### config.mk
export PLATFORM = sky130hd
export DESIGN_NAME = i2c_bus_monitor
export DESIGN_NICKNAME = d
export VERILOG_FILES = /design/src/rtl/mon_pkg.sv /design/src/rtl/mon_line_sync.sv /design/src/rtl/mon_frame_meter.sv /design/src/rtl/i2c_bus_monitor.sv
export SDC_FILE = /design/constraint.sdc
export NUM_CORES = 1
export LEC_CHECK = 0
export BUFFER_PORTS_ARGS = -buffer_cell sky130_fd_sc_hd__buf_4
export CORE_ASPECT_RATIO = 0.7
export CORE_MARGIN = 1.5
export CORE_UTILIZATION = 59
export DETAILED_ROUTE_END_ITERATION = 7
export GPL_ROUTABILITY_DRIVEN = 0
export PLACE_DENSITY = 0.9
export SKIP_LAST_GASP = 1
export SYNTH_ARGS = -nofsm -noshare
export SYNTH_HDL_FRONTEND = slang
export SYNTH_HIERARCHICAL = 1
export SYNTH_SLANG_ARGS = --single-unit
### constraint.sdc
create_clock -name clk -period 3 [get_ports clk]
set_input_delay 0.45 -clock clk [delete_from_list [all_inputs] [get_ports clk]]
set_output_delay 0.45 -clock clk [all_outputs]
set_load 0.01 [all_outputs]
### src/rtl/mon_pkg.sv
package mon_pkg;
  typedef enum logic [1:0] {
    PH_IDLE = 2'd0,
    PH_ADDR = 2'd1,
    PH_ACK  = 2'd2,
    PH_DATA = 2'd3
  } phase_t;

  typedef enum logic [3:0] {
    EV_START   = 4'd0,
    EV_RSTART  = 4'd1,
    EV_STOP    = 4'd2,
    EV_ACK     = 4'd3,
    EV_NACK    = 4'd4,
    EV_ADDR_RD = 4'd5,
    EV_ADDR_WR = 4'd6,
    EV_DATA_RD = 4'd7,
    EV_DATA_WR = 4'd8
  } ev_code_t;
endpackage

### src/rtl/mon_line_sync.sv
module mon_line_sync #(
  parameter int LINES  = 2,
  parameter int STAGES = 2
) (
  input  logic             clk,
  input  logic             rst,
  input  logic [LINES-1:0] line_in,
  output logic [LINES-1:0] level,
  output logic [LINES-1:0] level_q
);
  for (genvar g = 0; g < LINES; g++) begin : g_line
    logic [STAGES-1:0] chain;
    always_ff @(posedge clk) begin
      if (rst) chain <= '1;
      else     chain <= {chain[STAGES-2:0], line_in[g]};
    end
    assign level[g] = chain[STAGES-1];
  end

  always_ff @(posedge clk) begin
    if (rst) level_q <= '1;
    else     level_q <= level;
  end

  // idle bus seen as high for the first cycle after reset
  assert_idle_after_reset_R1: assert property (@(posedge clk)
    $fell(rst) |-> (level_q == '1));
endmodule

### src/rtl/mon_frame_meter.sv
module mon_frame_meter #(
  parameter int TRANS_W = 16,
  parameter int CYC_W   = 32
) (
  input  logic               clk,
  input  logic               rst,
  input  logic               pair_chg,
  input  logic               open,
  input  logic               close,
  output logic               frame_done,
  output logic [TRANS_W-1:0] trans_count,
  output logic [CYC_W-1:0]   cycle_count
);
  localparam logic [TRANS_W-1:0] T_MAX = '1;
  localparam logic [CYC_W-1:0]   C_MAX = '1;

  logic               active;
  logic [TRANS_W-1:0] tr, tr_nx;
  logic [CYC_W-1:0]   cyc, cyc_nx;

  always_comb begin
    tr_nx  = (pair_chg && tr != T_MAX) ? tr + 1'b1 : tr;
    cyc_nx = (cyc != C_MAX) ? cyc + 1'b1 : cyc;
  end

  always_ff @(posedge clk) begin
    if (rst) begin
      active      <= 1'b0;
      tr          <= '0;
      cyc         <= '0;
      frame_done  <= 1'b0;
      trans_count <= '0;
      cycle_count <= '0;
    end else begin
      frame_done <= 1'b0;
      if (open) begin
        active <= 1'b1;
        tr     <= '0;
        cyc    <= CYC_W'(1);
      end else if (active) begin
        tr  <= tr_nx;
        cyc <= cyc_nx;
        if (close) begin
          active      <= 1'b0;
          frame_done  <= 1'b1;
          trans_count <= tr_nx;
          cycle_count <= cyc_nx;
        end
      end
    end
  end

  // the running counters never fall back while a frame stays open
  assert_trans_no_wrap_R10: assert property (@(posedge clk) disable iff (rst)
    (active && !open && !close) |=> (tr >= $past(tr)));
  assert_cycles_no_wrap_R10: assert property (@(posedge clk) disable iff (rst)
    (active && !open) |=> (cyc != '0));
  // a closed frame always spans at least the START and STOP cycles
  assert_min_span_R9: assert property (@(posedge clk) disable iff (rst)
    frame_done |-> (cycle_count >= CYC_W'(2)));
endmodule

### src/rtl/i2c_bus_monitor.sv
module i2c_bus_monitor
  import mon_pkg::*;
#(
  parameter int BYTE_W      = 8,
  parameter int SYNC_STAGES = 2,
  parameter int TRANS_W     = 16,
  parameter int CYC_W       = 32
) (
  input  logic               clk,
  input  logic               rst,
  input  logic               addr_raw,
  input  logic               scl_in,
  input  logic               sda_in,
  output logic               event_valid,
  output logic [3:0]         event_code,
  output logic [BYTE_W-1:0]  event_byte,
  output logic               frame_done,
  output logic [TRANS_W-1:0] trans_count,
  output logic [CYC_W-1:0]   cycle_count
);
  localparam int NB_W = $clog2(BYTE_W);
  localparam logic [NB_W-1:0] LAST_BIT = NB_W'(BYTE_W - 1);

  logic [1:0] lvl, lvl_q;
  logic       scl, sda, scl_q, sda_q;
  logic       scl_rise, start_pat, stop_pat, pair_chg;
  logic       take_start, take_stop;

  mon_line_sync #(.LINES(2), .STAGES(SYNC_STAGES)) u_sync (
    .clk     (clk),
    .rst     (rst),
    .line_in ({scl_in, sda_in}),
    .level   (lvl),
    .level_q (lvl_q)
  );

  assign scl   = lvl[1];
  assign sda   = lvl[0];
  assign scl_q = lvl_q[1];
  assign sda_q = lvl_q[0];

  assign scl_rise  = scl & ~scl_q;
  assign start_pat = scl & sda_q & ~sda;
  assign stop_pat  = scl & ~sda_q & sda;
  assign pair_chg  = (lvl != lvl_q);

  phase_t            ph;
  logic [BYTE_W-1:0] shreg, byte_nx, addr_rep;
  logic [NB_W-1:0]   nbits;
  logic              dir_rd, rep;
  logic              ev_v;
  ev_code_t          ev_c;
  logic [BYTE_W-1:0] ev_b;

  always_comb begin
    byte_nx    = {shreg[BYTE_W-2:0], sda};
    addr_rep   = addr_raw ? byte_nx : (byte_nx >> 1);
    take_start = start_pat && (ph == PH_IDLE || (ph == PH_DATA && !scl_rise));
    take_stop  = stop_pat && ph == PH_DATA && !scl_rise;
  end

  always_ff @(posedge clk) begin
    if (rst) begin
      ph     <= PH_IDLE;
      shreg  <= '0;
      nbits  <= '0;
      dir_rd <= 1'b0;
      rep    <= 1'b0;
      ev_v   <= 1'b0;
      ev_c   <= EV_START;
      ev_b   <= '0;
    end else begin
      ev_v <= 1'b0;
      if (take_start) begin
        ev_v   <= 1'b1;
        ev_c   <= rep ? EV_RSTART : EV_START;
        ev_b   <= '0;
        rep    <= 1'b1;
        dir_rd <= 1'b0;
        nbits  <= '0;
        ph     <= PH_ADDR;
      end else if (take_stop) begin
        ev_v   <= 1'b1;
        ev_c   <= EV_STOP;
        ev_b   <= '0;
        rep    <= 1'b0;
        dir_rd <= 1'b0;
        nbits  <= '0;
        ph     <= PH_IDLE;
      end else if (scl_rise) begin
        unique case (ph)
          PH_ADDR, PH_DATA: begin
            shreg <= byte_nx;
            nbits <= nbits + 1'b1;
            if (nbits == LAST_BIT) begin
              nbits <= '0;
              ev_v  <= 1'b1;
              ph    <= PH_ACK;
              if (ph == PH_ADDR) begin
                dir_rd <= byte_nx[0];
                ev_c   <= byte_nx[0] ? EV_ADDR_RD : EV_ADDR_WR;
                ev_b   <= addr_rep;
              end else begin
                ev_c <= dir_rd ? EV_DATA_RD : EV_DATA_WR;
                ev_b <= byte_nx;
              end
            end
          end
          PH_ACK: begin
            ev_v  <= 1'b1;
            ev_c  <= sda ? EV_NACK : EV_ACK;
            ev_b  <= '0;
            nbits <= '0;
            ph    <= PH_DATA;
          end
          default: ;
        endcase
      end
    end
  end

  assign event_valid = ev_v;
  assign event_code  = ev_c;
  assign event_byte  = ev_b;

  mon_frame_meter #(.TRANS_W(TRANS_W), .CYC_W(CYC_W)) u_meter (
    .clk         (clk),
    .rst         (rst),
    .pair_chg    (pair_chg),
    .open        (take_start),
    .close       (take_stop),
    .frame_done  (frame_done),
    .trans_count (trans_count),
    .cycle_count (cycle_count)
  );

  // a plain start is only reported out of the idle phase
  assert_start_from_idle_R2: assert property (@(posedge clk) disable iff (rst)
    (ev_v && ev_c == EV_START) |-> ($past(ph) == PH_IDLE));
  // a repeated start needs an unclosed frame
  assert_rstart_needs_frame_R6: assert property (@(posedge clk) disable iff (rst)
    (ev_v && ev_c == EV_RSTART) |-> $past(rep));
  // the address phase is entered only through an honoured start
  assert_addr_entry_R8: assert property (@(posedge clk) disable iff (rst)
    (ph == PH_ADDR && $past(ph) != PH_ADDR) |-> $past(take_start));
  // the acknowledge slot always begins a fresh bit count
  assert_ack_bitcount_R3: assert property (@(posedge clk) disable iff (rst)
    (ph == PH_ACK) |-> (nbits == '0));
  // frame figures come out together with the stop event
  assert_done_with_stop_R9: assert property (@(posedge clk) disable iff (rst)
    frame_done |-> (ev_v && ev_c == EV_STOP));
  // condition and acknowledge events carry no byte
  assert_cond_byte_zero_R11: assert property (@(posedge clk) disable iff (rst)
    (ev_v && ev_c <= EV_NACK) |-> (ev_b == '0));
endmodule

==> results.md, run 1 <==
- Via count: 6,090
- RSZ-0062 raised after global routing: no
- Startpoint types: flip-flop
- Layout fillers: 745
- Slew HR: 47.88%
- FP Rows: 31
- Register area share after synthesis: 40.69%
- Peak VDD IR: 464.8 uV
- Share of total power in sequential cells: 44.1%
- Fin. max-slew vios: 0
- Hold Fails Final Rpt: 0
- Core Area: 10,470 sq um
- Wire per inst: 17.89 um
- Final hold slack: 0.2131 ns
- Reg2Reg Capture Point: u_meter/cycle_count[2]$_SDFFE_PP0P_
- First-pass GRT wire length: 27,260 um
- Crit path max fanout: 46
- Final worst-path cycle share: 95.36%
- Die footprint: 11,570 sq um
- Clk network pwr share: 53.0%
- Critical-path cell list: ha_1 > and3b_4 > o211ai_4 > inv_2 > inv_1 > and3_2 > buf_12 > nor2_1 > a311oi_1
- Vias per std cell: 6.534
- Share of layout cells above drive strength 1: 17.25%
- CTS tree: yes
- Post-synthesis register bit count: 131
- Nets@finish: 797
- Die width: 127.9 um
- Combinational Power Share: 2.9%
- Flop-to-flop setup slack: 0.14 ns
- Synth area leader: dfxtp_1
- Starting Density: 61.54%
- Setup bufs post-CTS: 0
- DRT Pass-1 Iters: 5
- Endpoints failing setup: 0
- Largest net degree at the start of global routing: 52
- Final min period: 2.861 ns
- CP endpoint kind: flip-flop
- Post-Route Skew: 0.007298 ns
- Crit-path leading delay family: simple AND/OR/NAND/NOR gates
- HP Class: input port to flip-flop
- Post-synth top cells: dfxtp_1, nor2_1, a21oi_1, nand2_1, or3_1
- Number of global-route vias before repair: 5,546
- Total routed wirelength: 16,680 um
- Port bufs: 66
- Min-delay src: sda_in
- Critical path data arrival time: 3.17 ns
- Lkg Pwr: 2.646 nW
- Total congestion overflow: 0
- Clock Tree Buf Depth: 2
- Endpoint, Worst Hold: u_sync/g_line[0].chain[0]$_SDFF_PP1_
- Syn avg cell area: 8.605 sq um
- Synth-to-Final Area Change: 16.85%
- Ant diodes: 0
- Post-Syn Instances: 749
- Max stage delay on crit path: 0.52 ns
- Main synth FF type: dfxtp_1
- Post-synth EDFFs: 0
- Power per Cell Area: 530.7 nW/um^2
- Worst EP required: 3.31 ns
- Tightest Pin Transition: 0.7773 ns
- Cell variety after synth: 67
- Worst R2R Start: u_sync/g_line[1].chain[1]$_SDFF_PP1_
- CTS clk-pin slew, worst paths: 0.05 ns
- Antenna Nets Post-Route: 0
- Synth top area share: 40.69%
- Cell-internal power: 0.003128 W
- Post-Synthesis Cell Area: 6445 sq um
- IO Pins: 67
- Max-cap viol count: 0
- Root Driver: clkbuf_16
- Ys Warns: 6
- Critical path class: flip-flop to flip-flop
- P_sw: 0.0008683 W
- Setup TNS: 0 ns
- Crit path buf inv count: 3
- Slowest CP cell: and3_2
- Synth area leaders: dfxtp_1, or3_1, a21oi_1, nor2_1, a311oi_1
- Gr usage total: 29.16%
- Clock sink count: 131
- Worst reg2reg path depth: 9
- Total CTS buffers: 17
- H-tree Lvls: 4
- Dpl hpwl: 10,590 um
- Die H: 90.45 um
- Post-synth net total: 759
- DRC: 0
- Max Freq: 349.6 MHz
- Hold Path Cell Cnt: 2
- Sw Ratio: 21.72%
- DRT iter0 DRCs: 643
- Post-synthesis async set-or-reset flop share: 0%
- Clk_lat worst skew: 0.42 ns
- Status: completed
- Initial antenna violation count: 0
- Top-count cell post-synth: dfxtp_1
[metal layers]
layer / track usage, % / vias to the layer above / wire length [um]
met5: 0 / - / 0
met1: 39.25 / 2909 / 7331
met3: 7.405 / 25 / 1307
li1: - / 2871 / -
met2: 45.52 / 285 / 7827
met4: 10.02 / 0 / 212
[how the worst max path moves through the flow]
stage	from	to	slack (ns)	cells past startpoint
finish	u_sync/g_line[1].chain[1]$_SDFF_PP1_	u_meter/cycle_count[2]$_SDFFE_PP0P_	0.14	9
floorplan	u_sync/g_line[1].chain[1]$_SDFF_PP1_	u_meter/trans_count[4]$_SDFFE_PP0P_	0.45	12
detailed placement	u_meter/tr[0]$_SDFFE_PP0P_	u_meter/tr[1]$_SDFFE_PP0P_	0.16	6
global route	u_sync/g_line[1].chain[1]$_SDFF_PP1_	u_meter/cycle_count[12]$_SDFFE_PP0P_	0.02	9
CTS	u_meter/tr[0]$_SDFFE_PP0P_	u_meter/tr[1]$_SDFFE_PP0P_	0.12	6
global placement	u_meter/tr[0]$_SDFFE_PP0P_	u_meter/tr[1]$_SDFFE_PP0P_	0.37	6
[final cells by class]
cell class,instances,area [sq um],share of cell area [%]
Clock buffer,22,464.2,6.164
Inverter,12,45.04,0.5981
Sequential cell,131,2623,34.82
Tap cell,132,165.2,2.193
Multi-Input combinational cell,549,3520,46.74
Timing Repair Buffer,76,583.1,7.742
Clock inverter,10,131.4,1.744
[per-stage QoR]
stage          cell area [sq um]  util, %  std cells  setup slack, ns  total power (W)
6_report                    7531    71.91        932           0.1392         0.003997
5_1_grt                     7531    71.91        932          0.01894         0.004091
3_3_place_gp                6923    66.11        900           0.3707         0.001905
4_1_cts                     7518    71.79        932           0.1150         0.004000
3_5_place_dp                6923    66.11        900           0.1584         0.001912
2_1_floorplan               6445        -        749           0.4522         0.001884
[logic make-up (layout without fill, tap and decap cells)]
kind of cell               count (synthesis)  after routing  share of synthesized area, %
buffers and inverters                     69            120                         5.086
DFF                                      131            131                         40.69
and+or+nand+nor                          294            294                         26.01
muxes                                     16             16                         2.621
xor gates and xnor gates                  21             21                         2.854
adders and majority gates                  5              5                        0.9707
AOI/OAI and AO/OA                        213            213                         21.76
[registers in the layout, indices dropped and copies added, names as in the netlist, 2 cells and up]
signal and cells:
u_meter/tr 16, u_sync/g_line.chain 4, shreg 7, nbits 3
ph 2, u_meter/cyc 32, u_meter/cycle_count 32, event_byte 8
u_meter/trans_count 16, event_code 4, u_sync/level_q 2
[timing repair]
item,in CTS,in global routing
hold buffers,0,0
resized for setup,0,2
endpoints found under the setup margin,0,11
[power groups by stage]
| stage | combinational [W] | clock, W | sequential (W) |
|---|---|---|---|
| floorplan | 0.0000921 | 0 | 0.00179 |
| global placement | 0.000107 | 0 | 0.00180 |
| detailed placement | 0.000113 | 0 | 0.00180 |
| CTS | 0.000114 | 0.00212 | 0.00176 |
| global route | 0.000127 | 0.00220 | 0.00176 |
| finish | 0.000117 | 0.00212 | 0.00176 |
[cells in the final DEF, fill, tap and decap left out, types with 11 or more instances in the layout]
cell	instances
buf_4	75
nor3_1	21
o31ai_1	15
clkbuf_16	17
and3_1	11
or3_1	44
o21ai_1	20
a21oi_1	52
a311oi_1	20
dfxtp_1	131
xor2_1	17
nand3_1	27
nand2_1	46
nand4_1	15
nor2_1	62
a211oi_1	15
or4_1	15
o21ai_0	35
Power figures use the tool's default switching activity.
==> inputs of run 2 (changes only) <==
--- a/config.mk
+++ b/config.mk
@@ -12,7 +12,8 @@
 export DETAILED_ROUTE_END_ITERATION = 7
 export GPL_ROUTABILITY_DRIVEN = 0
 export PLACE_DENSITY = 0.9
-export SKIP_LAST_GASP = 1
+export SETUP_SLACK_MARGIN = 0.2
+export SLEW_MARGIN = 20
 export SYNTH_ARGS = -nofsm -noshare
 export SYNTH_HDL_FRONTEND = slang
 export SYNTH_HIERARCHICAL = 1
==> run 2 against run 1 <==
  * First-iteration DRC count rose by 0.47%
  * Clock-buffer cell count stayed put
  * Sequential share of layout area fell by 0.087 points
  * Die area unchanged
  * Sequential power is essentially flat
  * Clock skew about the same
  * Cell count did not move
  * Utilization rose by 0.18 points
  * Design area increased by 0.25%
  * Global-route usage about the same
  * Non-clock buffer count did not move
==> results.md, run 2 (synthesis results as in run 1) <==
- Total CTS buffers: 17
- Fin cells: 932
- First-pass GRT wire length: 27,320 um
- CP endpoint kind: flip-flop
- Worst reg2reg path depth: 6
- Max Freq: 374.5 MHz
- Hold Path Cell Cnt: 2
- Layout fillers: 743
- Critical path data arrival time: 2.95 ns
- Starting Density: 61.54%
- Dpl hpwl: 10,590 um
- Hold Fails Final Rpt: 0
- Sw Ratio: 21.85%
- Critical path class: flip-flop to flip-flop
- Endpoint, Worst Hold: u_sync/g_line[0].chain[0]$_SDFF_PP1_
- Critical-path cell list: ha_1 > nand4_1 > or4_4 > o21ai_4 > mux2i_1 > a211oi_1
- RSZ-0062 raised after global routing: no
- Peak VDD IR: 468.9 uV
- Total routed wirelength: 16,820 um
- Worst EP required: 3.28 ns
- Slowest CP cell: or4_4
- Startpoint types: flip-flop
- DRC: 0
- Gr usage total: 29.19%
- Cell-internal power: 0.003129 W
- Final min period: 2.670 ns
- Via count: 6,166
- Status: completed
- Reg2Reg Capture Point: u_meter/trans_count[1]$_SDFFE_PP0P_
- Endpoints failing setup: 0
- Nets@finish: 797
- HP Class: input port to flip-flop
- Commonest non-fill, non-tap cell in the layout: dfxtp_1
- Core Area: 10,470 sq um
- Max-cap viol count: 0
- CTS clk-pin slew, worst paths: 0.06 ns
- Crit-path leading delay family: simple AND/OR/NAND/NOR gates
- Die H: 90.45 um
- Min-delay src: sda_in
- FP Rows: 31
- Share of total power in sequential cells: 44.0%
- Share of layout cells above drive strength 1: 17.50%
- DRT Pass-1 Iters: 5
- Total congestion overflow: 0
- Ant diodes: 0
- Slew HR: 46.21%
- Max stage delay on crit path: 0.73 ns
- H-tree Lvls: 4
- Largest regs: u_meter/cyc: 32 flops, u_meter/cycle_count: 32 flops
- Highest-count cells in the layout ignoring fill and taps: dfxtp_1, buf_4, nor2_1, a21oi_1, nand2_1
- Clk_lat worst skew: 0.42 ns
- Post-CTS Hold Fix Bufs: 0
- Clock Tree Buf Depth: 2
- Number of global-route vias before repair: 5,565
- CTS tree: yes
- Largest net degree at the start of global routing: 52
- Port bufs: 66
- Vias per std cell: 6.616
- Worst R2R Start: u_meter/tr[0]$_SDFFE_PP0P_
- Final setup slack of the worst path: 0.3297 ns
- DRT iter0 DRCs: 646
- Crit path buf inv count: 0
- Die width: 127.9 um
- Synth-to-Final Area Change: 17.14%
- Combinational Power Share: 3.0%
- Tightest Pin Transition: 0.8021 ns
- IO Pins: 67
- Clk network pwr share: 53.0%
- P_sw: 0.0008746 W
- Setup TNS: 0 ns
- Fin. max-slew vios: 0
- Wire per inst: 18.04 um
- Lkg Pwr: 2.644 nW
- Pre-CTS WS: 0.1584 ns
- Power per Cell Area: 530.3 nW/um^2
- Final worst-path cycle share: 89.01%
- Initial antenna violation count: 0
- Root Driver: clkbuf_16
- Die footprint: 11,570 sq um
- Crit path max fanout: 14
- Flop-to-flop setup slack: 0.33 ns
- Antenna Nets Post-Route: 0
- Post-Route Skew: 0.007541 ns
- Clock sink count: 131
- Cells after DPL: 900
[run 2: layer usage]
| layer | vias up | wire, um | track usage [%] |
|---|---|---|---|
| met5 | - | 0 | 0 |
| met4 | 0 | 253 | 10.02 |
| met3 | 34 | 1455 | 7.405 |
| met2 | 333 | 7827 | 45.79 |
| met1 | 2927 | 7281 | 39.11 |
| li1 | 2872 | - | - |
[run 2: cell type report]
class	instances	area, sq um	share of cell area, %
Clock buffer	22	464.2	6.148
Clock inverter	10	131.4	1.740
Inverter	12	45.04	0.5966
Multi-Input combinational cell	549	3538	46.87
Sequential cell	131	2623	34.74
Tap cell	132	165.2	2.188
Timing Repair Buffer	76	583.1	7.723
[run 2: worst max path at each step]
stage	startpoint	to	cells after the start
6_report	u_meter/tr[0]$_SDFFE_PP0P_	u_meter/trans_count[1]$_SDFFE_PP0P_	6
5_1_grt	u_meter/tr[0]$_SDFFE_PP0P_	u_meter/tr[1]$_SDFFE_PP0P_	6
4_1_cts	u_meter/cyc[6]$_SDFFE_PP0P_	u_meter/cycle_count[27]$_SDFFE_PP0P_	5
3_5_place_dp	u_meter/tr[0]$_SDFFE_PP0P_	u_meter/tr[1]$_SDFFE_PP0P_	6
3_3_place_gp	u_meter/tr[0]$_SDFFE_PP0P_	u_meter/tr[1]$_SDFFE_PP0P_	6
2_1_floorplan	u_sync/g_line[1].chain[1]$_SDFF_PP1_	u_meter/trans_count[4]$_SDFFE_PP0P_	12
[run 2: timing repair]
| action | 4_1_cts | 5_1_grt |
|---|---|---|
| gates resized for setup | 3 | 3 |
| pin swaps | 0 | 0 |
| endpoints found under the setup margin | 10 | 13 |
| setup buffers | 0 | 0 |
| hold endpoints to repair | 0 | 0 |
[run 2: stage by stage]
step	utilization (%)	hold slack (ns)	area, sq um	total power [W]
floorplan	-	0.3832	6445	0.001884
global placement	66.11	0.3886	6923	0.001905
detailed placement	66.11	0.3956	6923	0.001912
CTS	71.95	0.1990	7535	0.004001
global route	72.09	0.2089	7550	0.004094
finish	72.09	0.2097	7550	0.004004
[run 2: power groups by stage]
stage | registers [W] | clock network [W] | logic [W]
4_1_cts | 0.00176 | 0.00212 | 0.000116
3_3_place_gp | 0.00180 | 0 | 0.000107
2_1_floorplan | 0.00179 | 0 | 0.0000921
5_1_grt | 0.00176 | 0.00220 | 0.000128
6_report | 0.00176 | 0.00212 | 0.000120
3_5_place_dp | 0.00180 | 0 | 0.000113
